$ cat src/rtl/xde_pkg.sv
package xde_pkg;
  parameter int WORD_W       = 64;
  parameter int LEN_W        = 16;
  parameter int IDX_W        = 5;
  parameter int CODE_W       = 8;
  parameter int TID_W        = 4;
  parameter int RATE_W       = 32;
  parameter int MODE_W       = 4;
  parameter int INLINE_BYTES = 4;

  localparam int INLINE_W  = 8 * INLINE_BYTES;
  localparam int ATTR_LSB  = 0;
  localparam int TID_LSB   = 3;
  localparam int CODE_LSB  = 7;
  localparam int CP_BIT    = 15;
  localparam int IDX_LSB   = 16;
  localparam int CNT_LSB   = 23;
  localparam int MODE_LSB  = 26;
  localparam int RNW_BIT   = 29;
  localparam int DATA_LSB  = 32;
  localparam int LEN_LSB   = WORD_W - LEN_W;
  localparam int MFLD_W    = 3;

  typedef enum logic [2:0] {
    ATTR_REGULAR  = 3'd0,
    ATTR_IMMED    = 3'd1,
    ATTR_ADDR     = 3'd2,
    ATTR_COMBO    = 3'd3,
    ATTR_INTERNAL = 3'd7
  } attr_e;

  typedef struct packed {
    logic                read;
    logic [LEN_W-1:0]    len;
    logic [INLINE_W-1:0] data;
    logic [IDX_W-1:0]    idx;
    logic                ccc;
    logic [CODE_W-1:0]   code;
    logic                bcast;
  } xfer_req_t;
endpackage

$ cat src/rtl/xde_mode_sel.sv
module xde_mode_sel
  import xde_pkg::*;
#(
  parameter int          TIERS = 5,
  parameter logic [31:0] I3C_MIN [TIERS] = '{32'd12_500_000, 32'd8_000_001,
                                             32'd6_000_001, 32'd4_000_001,
                                             32'd2_000_001},
  parameter logic [MODE_W-1:0] I3C_SLOW = 4'd8,
  parameter logic [31:0] I2C_FAST_MIN = 32'd1_000_000
) (
  input  logic              is_i2c,
  input  logic [RATE_W-1:0] rate,
  output logic [MODE_W-1:0] mode
);
  logic [TIERS-1:0] hit;

  for (genvar t = 0; t < TIERS; t++) begin : g_tier
    assign hit[t] = (rate >= I3C_MIN[t]);
  end

  logic [MODE_W-1:0] i3c_mode;
  always_comb begin
    i3c_mode = I3C_SLOW;
    for (int t = TIERS - 1; t >= 0; t--) begin
      if (hit[t]) i3c_mode = MODE_W'(t);
    end
  end

  assign mode = is_i2c ? ((rate >= I2C_FAST_MIN) ? MODE_W'(1) : MODE_W'(0))
                       : i3c_mode;
endmodule

$ cat src/rtl/xde_packer.sv
module xde_packer
  import xde_pkg::*;
(
  input  xfer_req_t         req,
  input  logic [MFLD_W-1:0] mode_fld,
  output logic [WORD_W-1:0] word
);
  logic [INLINE_W-1:0] inline_w;
  logic                imm;

  assign imm = !req.read && (req.len <= LEN_W'(INLINE_BYTES));

  for (genvar b = 0; b < INLINE_BYTES; b++) begin : g_byte
    assign inline_w[8*b +: 8] = (req.len > LEN_W'(b)) ? req.data[8*b +: 8] : 8'h00;
  end

  always_comb begin
    word = '0;
    word[ATTR_LSB +: 3]      = imm ? ATTR_IMMED : ATTR_REGULAR;
    word[MODE_LSB +: MFLD_W] = mode_fld;
    word[IDX_LSB +: IDX_W]   = (req.ccc && req.bcast) ? '0 : req.idx;
    if (req.ccc) begin
      word[CP_BIT]                = 1'b1;
      word[CODE_LSB +: CODE_W]    = req.code;
    end
    if (imm) begin
      word[CNT_LSB +: 3]          = req.len[2:0];
      word[DATA_LSB +: INLINE_W]  = inline_w;
    end else begin
      word[RNW_BIT]               = req.read;
      word[LEN_LSB +: LEN_W]      = req.len;
    end
  end
endmodule

$ cat src/rtl/xde_out_stage.sv
module xde_out_stage
  import xde_pkg::*;
(
  input  logic              clk,
  input  logic              rst_n,
  input  logic              in_valid,
  output logic              in_ready,
  input  logic [WORD_W-1:0] in_word,
  input  logic [MODE_W-1:0] in_mode,
  output logic              out_valid,
  input  logic              out_ready,
  output logic [WORD_W-1:0] out_word,
  output logic [TID_W-1:0]  out_tid,
  output logic [MODE_W-1:0] out_mode
);
  logic [TID_W-1:0] tid_cnt, tid_load;
  logic             out_fire, in_fire;

  assign in_ready = !out_valid || out_ready;
  assign out_fire = out_valid && out_ready;
  assign in_fire  = in_valid && in_ready;
  assign tid_load = out_fire ? TID_W'(tid_cnt + 1'b1) : tid_cnt;

  always_ff @(posedge clk or negedge rst_n) begin
    if (!rst_n) begin
      out_valid <= 1'b0;
      tid_cnt   <= '0;
      out_word  <= '0;
      out_tid   <= '0;
      out_mode  <= '0;
    end else begin
      if (out_fire) tid_cnt <= TID_W'(tid_cnt + 1'b1);
      if (in_fire) begin
        out_valid                      <= 1'b1;
        out_word                       <= in_word;
        out_word[TID_LSB +: TID_W]     <= tid_load;
        out_tid                        <= tid_load;
        out_mode                       <= in_mode;
      end else if (out_fire) begin
        out_valid <= 1'b0;
      end
    end
  end

  // a stalled descriptor holds still
  a_r2_hold_stable: assert property (@(posedge clk) disable iff (!rst_n)
    out_valid && !out_ready |=> out_valid && $stable(out_word) && $stable(out_tid)
                                && $stable(out_mode));

  // no new request taken while the slot is blocked
  a_r1_backpressure: assert property (@(posedge clk) disable iff (!rst_n)
    out_valid && !out_ready |-> !in_ready);

  // the descriptor after an accepted one carries the next tag
  a_r8_tid_step: assert property (@(posedge clk) disable iff (!rst_n)
    out_fire |=> !out_valid || out_tid == TID_W'($past(out_tid) + 1'b1));
endmodule

$ cat src/rtl/xfer_desc_encoder.sv
module xfer_desc_encoder
  import xde_pkg::*;
(
  input  logic              clk,
  input  logic              rst_n,
  input  logic              req_valid,
  output logic              req_ready,
  input  logic              req_read,
  input  logic [LEN_W-1:0]  req_len,
  input  logic [INLINE_W-1:0] req_data,
  input  logic [IDX_W-1:0]  req_dev_idx,
  input  logic              req_i2c,
  input  logic [RATE_W-1:0] req_scl_hz,
  input  logic              req_ccc,
  input  logic [CODE_W-1:0] req_ccc_code,
  input  logic              req_bcast,
  output logic              desc_valid,
  input  logic              desc_ready,
  output logic [WORD_W-1:0] desc_word,
  output logic [TID_W-1:0]  desc_tid,
  output logic [MODE_W-1:0] desc_mode
);
  xfer_req_t         req;
  logic [MODE_W-1:0] mode;
  logic [WORD_W-1:0] packed_word;

  assign req = '{read: req_read, len: req_len, data: req_data, idx: req_dev_idx,
                 ccc: req_ccc, code: req_ccc_code, bcast: req_bcast};

  xde_mode_sel u_mode (
    .is_i2c (req_i2c),
    .rate   (req_scl_hz),
    .mode   (mode)
  );

  xde_packer u_pack (
    .req      (req),
    .mode_fld (mode[MFLD_W-1:0]),
    .word     (packed_word)
  );

  xde_out_stage u_out (
    .clk       (clk),
    .rst_n     (rst_n),
    .in_valid  (req_valid),
    .in_ready  (req_ready),
    .in_word   (packed_word),
    .in_mode   (mode),
    .out_valid (desc_valid),
    .out_ready (desc_ready),
    .out_word  (desc_word),
    .out_tid   (desc_tid),
    .out_mode  (desc_mode)
  );

  // only legal mode codes leave the block
  a_r6_mode_legal: assert property (@(posedge clk) disable iff (!rst_n)
    desc_valid |-> (desc_mode <= 4'd4 || desc_mode == 4'd8));

  // immediate descriptors carry a count of at most four and never RNW
  a_r3_imm_count: assert property (@(posedge clk) disable iff (!rst_n)
    desc_valid && desc_word[2:0] == 3'd1 |-> desc_word[25:23] <= 3'd4 && !desc_word[29]);

  // regular descriptors leave the inline area and count field clear
  a_r4_regular_quiet: assert property (@(posedge clk) disable iff (!rst_n)
    desc_valid && desc_word[2:0] == 3'd0 |-> desc_word[47:32] == 16'h0 && desc_word[25:23] == 3'd0);

  // reserved bits stay clear
  a_r10_reserved: assert property (@(posedge clk) disable iff (!rst_n)
    desc_valid |-> desc_word[31:30] == 2'b00 && desc_word[22:21] == 2'b00);

  // tag field matches the side-band tag
  a_r8_tid_match: assert property (@(posedge clk) disable iff (!rst_n)
    desc_valid |-> desc_word[6:3] == desc_tid);
endmodule

$ cat config.mk
export PLATFORM = sky130hd
export DESIGN_NAME = xfer_desc_encoder
export DESIGN_NICKNAME = d
export VERILOG_FILES = /design/src/rtl/xde_pkg.sv /design/src/rtl/xde_mode_sel.sv /design/src/rtl/xde_packer.sv /design/src/rtl/xde_out_stage.sv /design/src/rtl/xfer_desc_encoder.sv
export SDC_FILE = /design/constraint.sdc
export NUM_CORES = 1
export LEC_CHECK = 0
export BUFFER_PORTS_ARGS = -buffer_cell sky130_fd_sc_hd__buf_4
export CORE_UTILIZATION = 29
export CTS_BUF_LIST = sky130_fd_sc_hd__clkbuf_16
export DETAILED_ROUTE_END_ITERATION = 8
export SLEW_MARGIN = 20
export SYNTH_ARGS = -nofsm -noshare
export SYNTH_HDL_FRONTEND = slang
export SYNTH_HIERARCHICAL = 1
export SYNTH_SLANG_ARGS = --single-unit
$ cat constraint.sdc
create_clock -name clk -period 1.9 [get_ports clk]
set_input_delay 0.38 -clock clk [delete_from_list [all_inputs] [get_ports clk]]
set_output_delay 0.38 -clock clk [all_outputs]
set_load 0.1 [all_outputs]
Word level (Yosys, flattened, before mapping)

Cells that the tools add are included.

Bits in registers: 73
Output and inout port bits: 74
Logic and storage cells: 46

Add/subtract/negate cells: 1
$lt $le $gt $ge: 11
Mux-type cells: 21
Reduce and logical (&&, ||, !) cells: 8

Operator list:

| cell                 | count |
|---|---|
| $ge 32x23->1 const B | 2 |
| $ge 32x20->1 const B | 1 |
| $ge 32x21->1 const B | 1 |
| $ge 32x22->1 const B | 1 |
| $ge 32x24->1 const B | 1 |
| $gt 16x1->1 const B  | 2 |
| $gt 16x2->1 const B  | 2 |
| $mux 16              | 2 |
| $mux 8               | 4 |
| $mux 4               | 7 |
| $le 16x3->1 const B  | 1 |
| $mux 9               | 1 |
| $mux 1               | 5 |
| $mux 5               | 1 |
| $add 4x1->4 const B  | 1 |
| $logic_and 1x1->1    | 4 |
| $mux 3               | 1 |
| $logic_not 1->1      | 2 |
| $reduce_bool 2->1    | 1 |
| $logic_or 1x1->1     | 1 |

Logic depth before layout (Yosys ltp)

Gate-level depths: netlist (run 1).

Word-level depth: 7
Gate-level depth with buffers: 8
Depth with buffers taken out: 6

Hierarchy

The synthesis (run 1) kept the hierarchy.

By module, submodules not included:

| module        | times used | cells an instance | area each (µm²) | sequential area each (µm²) |
|---|---|---|---|---|
| xde_out_stage | 1          | 168               | 2786.4          | 1826.8 |
| xde_packer    | 1          | 88                | 630.6           | 0.0 |
| xde_mode_sel  | 1          | 71                | 479.2           | 0.0 |

Least setup slack after synthesis (run 1)

Ideal clock, no wire load.

Path type: reg-to-reg
Start: register u_out.out_valid
End: register u_out.out_word[32]
Library setup time: 126 ps
Arrival time: 2457 ps
Data required time: 1774 ps
Setup slack: -683 ps
Cell stages (with the launch flop): 6
Path buffers: 2
Clock period less this slack: 2583 ps
Cells stage by stage: dfrtp_1 > nand2b_2 > nand2_2 > buf_6 > buf_4 > mux2_2

Word-level cells in the longest chain between the ends: 3

RTL lines:

| item                           | line                   | text |
|---|---|---|
| start: declaration             | xde_out_stage.sv:10    | `output logic out_valid,` |
| start signal: assignment       | xde_out_stage.sv:26    | `out_valid <= 1'b0;` |
| start signal: assignment       | xde_out_stage.sv:34    | `out_valid <= 1'b1;` |
| start signal: assignment       | xde_out_stage.sv:40    | `out_valid <= 1'b0;` |
| $logic_not 1->1                | xde_out_stage.sv:19    | `assign in_ready = !out_valid \|\| out_ready;` |
| $logic_or 1x1->1               | xde_out_stage.sv:19    |  |
| via req_ready                  | xfer_desc_encoder.sv:7 | `output logic req_ready,` |
| $logic_and 1x1->1              | xde_out_stage.sv:21    | `assign in_fire = in_valid && in_ready;` |
| end signal: assignment         | xde_out_stage.sv:35    | `out_word <= in_word;` |
| end signal: indexed assignment | xde_out_stage.sv:36    | `out_word[TID_LSB +: TID_W] <= tid_load;` |
| end: declaration               | xde_out_stage.sv:12    | `output logic [WORD_W-1:0] out_word,` |

The timed path passes the listed nets, and every way through them passes these cells.
A chain may end at the register's enable or synchronous reset.

Worst setup path after layout (run 1)

Start: input req_scl_hz[14]
End: register u_out.out_mode[3]

Word-level cells in the longest chain between the ends: 7

RTL lines:

| item                   | line                    | text |
|---|---|---|
| start: declaration     | xfer_desc_encoder.sv:13 | `input logic [RATE_W-1:0] req_scl_hz,` |
| $ge 32x21->1           | xde_mode_sel.sv:18      | `assign hit[t] = (rate >= I3C_MIN[t]);` |
| $mux 4 (4 in series)   | xde_mode_sel.sv:25      | `if (hit[t]) i3c_mode = MODE_W'(t);` |
| $mux 4 (*)             | xde_mode_sel.sv:25      |  |
| $mux 4 (*)             | xde_mode_sel.sv:29      | `assign mode = is_i2c ? ((rate >= I2C_FAST_MIN) ? MODE_W'(1) : MODE_W'(0))` |
| via mode[3]            | xfer_desc_encoder.sv:24 | `logic [MODE_W-1:0] mode;` |
| end signal: assignment | xde_out_stage.sv:38     | `out_mode <= in_mode;` |
| end: declaration       | xde_out_stage.sv:14     | `output logic [MODE_W-1:0] out_mode` |

The timed path passes the listed nets; every way through them passes the cells marked *.

==> results of run 1 <==
==> what timing repair did <==
action                                  in CTS  in global routing
hold buffers                                 1                  0
gates resized for setup                      0                  7
endpoints found under the hold margin       16                  0
pin swaps                                    0                  5
endpoints found under the setup margin       1                  5
==> path summary, 6_finish.rpt <==
check	from	to	slack, ps	cells after the start
setup / recovery	req_scl_hz[14]	u_out/out_mode[3]	-20	7
hold / removal	req_valid	u_out/out_valid	290	2
setup reg to reg	u_out/out_valid	u_out/out_word[6]	360	4
hold reg to reg	u_out/out_word[15]	u_out/out_word[15]	510	1
max in group asynchronous	rst_n	u_out/out_mode[3]	850	3
min in group asynchronous	rst_n	u_out/out_word[31]	470	2
==> layout by cell type (no fill, tap or decap), types with 5 or more instances in the layout <==
master / count
nor2_1: 15
clkbuf_16: 9
and3_1: 9
conb_1: 6
nand2_1: 12
nand3_1: 7
a31o_2: 14
inv_1: 5
mux2_2: 67
and2_1: 21
nor3_1: 6
dfrtp_1: 72
buf_4: 206
==> worst reg2reg max path, stage by stage, from the launching register on <==
cell and delay (ps):
dfrtp_4 510, nand2b_4 90, nand2_2 170, buf_4 240, a2111o_1 410
==> routing by layer <==
layer / GRT usage / vias to the layer above / share of wire
li1: - / 1561 / -
met1: 0.1830 / 1531 / 0.43
met4: 0.05449 / 0 / 0.012
met3: 0.04506 / 9 / 0.067
met5: 0 / - / 0
met2: 0.2633 / 119 / 0.50
==> power by group <==
| part | total [uW] | switching (uW) | internal [uW] |
|---|---|---|---|
| sequential | 1910 | 143 | 1770 |
| combinational | 2640 | 1950 | 692 |
| clock | 1750 | 612 | 1130 |
| total | 6300 | 2700 | 3590 |
==> state kept, by name, indices dropped and copies added (netlist names) <==
| register | count |
|---|---|
| u_out/out_word | 64 |
| u_out/out_valid | 1 |
| u_out/out_mode | 4 |
| u_out/tid_cnt | 4 |
==> layout make-up <==
type / count / area, sq um / area share
well taps: 172 / 215.2 / 0.03633
flip-flops and latches: 73 / 1831 / 0.3090
clock inverters: 7 / 86.33 / 0.01457
multi-input cells: 221 / 1916 / 0.3233
repair buffers: 211 / 1637 / 0.2762
clock buffers: 9 / 225.2 / 0.03801
inverters: 4 / 15.01 / 0.002534
==> stage by stage <==
step / TNS (ps) / utilization / cell area (sq um) / power [uW] / worst slack (ps)
2_1_floorplan: -578.5 / - / 3945 / 3917 / -179.7
3_3_place_gp: -2115 / 0.4334 / 5558 / 4559 / -370.3
3_5_place_dp: -2219 / 0.4334 / 5558 / 4581 / -402.7
4_1_cts: -60.81 / 0.4584 / 5879 / 6369 / -60.81
5_1_grt: -58.90 / 0.4620 / 5924 / 6554 / -58.36
6_report: -22.07 / 0.4620 / 5924 / 6297 / -22.07
==> flow_summary.json, run 1 <==
{
  "status": "finished, violations left",
  "failed_checks": "negative setup slack",
  "rsz0062_at_grt": "true",
  "finalMaxSlewViolations": 0,
  "critPathArrivalTime_ps": 2130,
  "instances_no_fill": 697,
  "holdCritPathClass": "input pin to flop",
  "core_sq_mm": 0.01282,
  "track_usage": 0.1539,
  "worstSetupPathType": "input pin to flop",
  "cts_max_path_buffers": 2,
  "synth_area_sq_mm": 0.003866,
  "dr.pass1.iters": 4,
  "start_util": 0.3015,
  "worst-path-buf-inv": 1,
  "cp_slowest_cell": "or4_4",
  "worst_pin_slew_ps": 532.1,
  "syn_avg_cell_area_sq_um": 11.97,
  "maxSlewHeadroom": 0.6414,
  "finalNetCount": 622,
  "grt_start_max_net_pins": 36,
  "ctsHtreeMaxLevel": 3,
  "maxCapViolCount": 0,
  "routed_wirelength_mm": 10.34,
  "fin_ws_ps": -22.07,
  "routedWlPerCell_um": 14.84,
  "drive_gt1_frac": 0.6305,
  "max_freq_ghz": 0.5203,
  "path_max_fanout": 2,
  "cts_tree": "yes",
  "n_antenna_cell": 0,
  "fill_cells": 1244,
  "post-cts-setup-buffers": 0,
  "fin_skew_ps": 5.857,
  "cts_made_buffers": 9,
  "cts-root-buf": "clkbuf_16",
  "crit_path_end_kind": "flop",
  "placedCellCount": 680,
  "grt_pass1_wl_mm": 16.84,
  "clock_sinks": 73,
  "hold_slack_ps": 292.1,
  "die_y_um": 117.5,
  "path_clk_slew_ps": 50,
  "initialDrtViolationCount": 148,
  "power.density_mw_per_mm2": 1063,
  "gp_congestion": 0.8332,
  "grt.overflow.total": 0,
  "worst_setup_path_start_kind": "input pin",
  "drc": 0,
  "antenna_found_initial": 0,
  "die_w_um": 117.5,
  "dp_hpwl_mm": 8.088,
  "cpPeakStageDelay_ps": 500,
  "io_buffers": 174,
  "vias_per_cell": 4.620,
  "setup_violations": 1,
  "vdd_drop_max_mv": 0.3874,
  "areaGrowthSynthToFinish_pct": 53.24,
  "finalHoldViolCount": 0,
  "p_leak_uw": 0.002872,
  "num_rows": 41,
  "period_share": 1.012,
  "first_global_vias": 3388,
  "clk_latency_ps": 320,
  "antenna_left": 0,
  "worstPathCellList": "buf_4 > or3_4 > a211oi_4 > a311oi_1 > or4_4 > nor4b_2 > mux2_2",
  "syn_inst": 323,
  "min_period_ps": 1922,
  "ys_warn_count": 6,
  "vias": 3220,
  "io_pins": 175,
  "crit_family": "simple AND/OR/NAND/NOR gates",
  "required_ps": 2110,
  "die_area_sq_mm": 0.01380
}
(Power assumes the default switching activity.)
==> inputs of run 2 (changes only) <==
- ABC_AREA: not set -> 1
==> run 2 against run 1 <==
Effect of this change: the flow finishes with violations (design-rule violations); clock power rose by 3%; register-to-register slack better by 20 ps; setup slack improved by 400 ps; combinational power fell by 7%; sequential power is essentially flat; flip-flop and latch count did not move; sequential share of layout area is 0.97 points lower; non-clock buffer count decreased by 27; clock skew shrank 0.73 ps; first-iteration DRC count increased by 40%; maximum frequency is 26% higher; largest cell class unchanged.
==> flow_summary.json, run 2 <==
{
  "status": "finished, violations left",
  "failed_checks": "design-rule violations",
  "path_clk_slew_ps": 60,
  "vias": 4254,
  "setup_violations": 0,
  "maxCapViolCount": 0,
  "routedWlPerCell_um": 12.18,
  "cts_max_path_buffers": 2,
  "clock_sinks": 73,
  "first_global_vias": 4134,
  "p_leak_uw": 0.003469,
  "drive_gt1_frac": 0.3121,
  "rsz0062_at_grt": "false",
  "gp_congestion": 0.8188,
  "die_area_sq_mm": 0.01562,
  "ctsHtreeMaxLevel": 3,
  "num_rows": 44,
  "largest-register": "u_out/out_word",
  "worst_pin_slew_ps": 728.9,
  "tns_ps": 0,
  "holdCritStartpoint": "req_read",
  "worstHoldEndpoint": "u_out/out_word[29]",
  "holdCritPathClass": "input pin to flop",
  "track_usage": 0.1597,
  "top_regs": "u_out/out_word (64), u_out/out_mode (4), u_out/tid_cnt (4)",
  "route.met2.wl_mm": 5.659,
  "synth_area_sq_mm": 0.004387,
  "grt_pass1_wl_mm": 20.33,
  "die_w_um": 125.0,
  "maxSlewHeadroom": 0.5141,
  "drc": 13,
  "drt-met1-wl_mm": 5.527,
  "largest_register_ffs": 64,
  "worstSetupPathType": "flop to flop",
  "n_antenna_cell": 0,
  "cp_slowest_cell": "dfrtp_2",
  "dp_hpwl_mm": 8.862,
  "post_cts_resize_count": 0,
  "ys_warn_count": 6,
  "critPathArrivalTime_ps": 1780,
  "crit_path_end_kind": "flop",
  "areaGrowthSynthToFinish_pct": 39.22,
  "grt.overflow.total": 0,
  "finalMaxSlewViolations": 0,
  "io_pins": 175,
  "final_common_cell": "nand2_1",
  "syn_avg_cell_area_sq_um": 6.919,
  "finalNetCount": 899,
  "routed_wirelength_mm": 11.99,
  "vdd_drop_max_mv": 0.5066,
  "final_cell_mix": "299 x nand2_1, 181 x buf_4, 72 x dfrtp_1",
  "hold_slack_ps": 270.8,
  "grt_start_max_net_pins": 70,
  "required_ps": 2160,
  "period_share": 0.8018,
  "crit_top_cell": "nand2_1",
  "die_y_um": 125.0,
  "rr_startpoint": "u_out/out_valid",
  "reg2reg_slack_ps": 380,
  "worst_setup_path_start_kind": "flop",
  "power.density_mw_per_mm2": 1007,
  "wl_met3_um": 645,
  "post-cts-setup-buffers": 0,
  "max_freq_ghz": 0.6564,
  "core_sq_mm": 0.01464,
  "cpPeakStageDelay_ps": 430,
  "worst-path-buf-inv": 2,
  "io_buffers": 174,
  "min_period_ps": 1523,
  "syn_inst": 634,
  "final_core_util": 0.4170,
  "fin_ws_ps": 376.5,
  "cts_tree": "yes",
  "antenna_left": 0,
  "cts_made_buffers": 9,
  "top_layer_used": "met4",
  "finalHoldViolCount": 0,
  "clk_latency_ps": 330,
  "start_util": 0.2996,
  "cts-root-buf": "clkbuf_16",
  "ff2ff_path_depth": 6,
  "hold_path_depth": 3,
  "vias_per_cell": 4.319,
  "antenna_found_initial": 0,
  "initialDrtViolationCount": 207,
  "reg2reg_to": "u_out/out_word[52]",
  "pre_cts_slack_ps": 244.7,
  "path_max_fanout": 38,
  "crit_family": "buffers and inverters",
  "fin_skew_ps": 5.129,
  "worstPathCellList": "nand2_4 > nand2_2 > inv_2 > buf_12 > nand2_1 > nand2_1",
  "dr.pass1.iters": 9
}
run 2: cell types whose count changed in the layout (fill, tap and decap cells not counted), moves of 9 or more:
cell	change
mux2_2	-67
buf_4	-25
and2_1	-19
nor2_2	+25
nor2_1	+30
a31o_2	-14
inv_1	+57
nand4_1	+18
nand2_1	+287
and3_1	-9
run 2: layout make-up:
| class | count | area [sq um] |
|---|---|---|
| inverter | 69 | 259.0 |
| clock buffer | 9 | 225.2 |
| sequential | 73 | 1828 |
| clock inverter | 6 | 90.09 |
| tap | 184 | 230.2 |
| fill | 1563 | 8537 |
| timing repair buffer | 184 | 1409 |
| multi-input combinational | 460 | 2066 |
run 2: worst max path at each step:
stage	startpoint	end	slack, ps	cells past startpoint
6_report	u_out/out_valid	u_out/out_word[52]	380	6
5_1_grt	u_out/out_valid	u_out/out_word[52]	260	6
3_5_place_dp	req_scl_hz[0]	u_out/out_mode[2]	240	12
4_1_cts	u_out/out_valid	u_out/out_word[52]	330	6
3_3_place_gp	req_scl_hz[0]	u_out/out_mode[2]	270	12
2_1_floorplan	u_out/out_word[3]	desc_word[3]	180	1
run 2: repair_timing:
item | 4_1_cts | 5_1_grt
hold buffers | 1 | 0
endpoints found under the setup margin | 0 | 0
endpoints found under the hold margin | 22 | 0
run 2: metrics by stage:
step	std cells	power [uW]	area, sq um
2_1_floorplan	639	3778	4412
3_3_place_gp	969	4379	5782
3_5_place_dp	969	4386	5782
4_1_cts	985	6229	6107
5_1_grt	985	6428	6107
6_report	985	6149	6107
run 2: power by group:
part	leakage (uW)	internal [uW]	switching (uW)
registers	0.000942	1750	136
logic	0.00237	557	1910
clock network	0.000152	1150	655
run 2: worst register-to-register path, cell delays in order (launching register included):
cell and delay, ps:
dfrtp_2 430, nand2_4 90, nand2_2 50, inv_2 420, buf_12 290, nand2_1 120
nand2_1 60
run 2: per-layer routing:
metal / vias to the layer above / global-route usage
met3: 10 / 0.03766
met1: 1905 / 0.2060
met4: 0 / 0.04663
met2: 108 / 0.2659
met5: - / 0
li1: 2231 / -
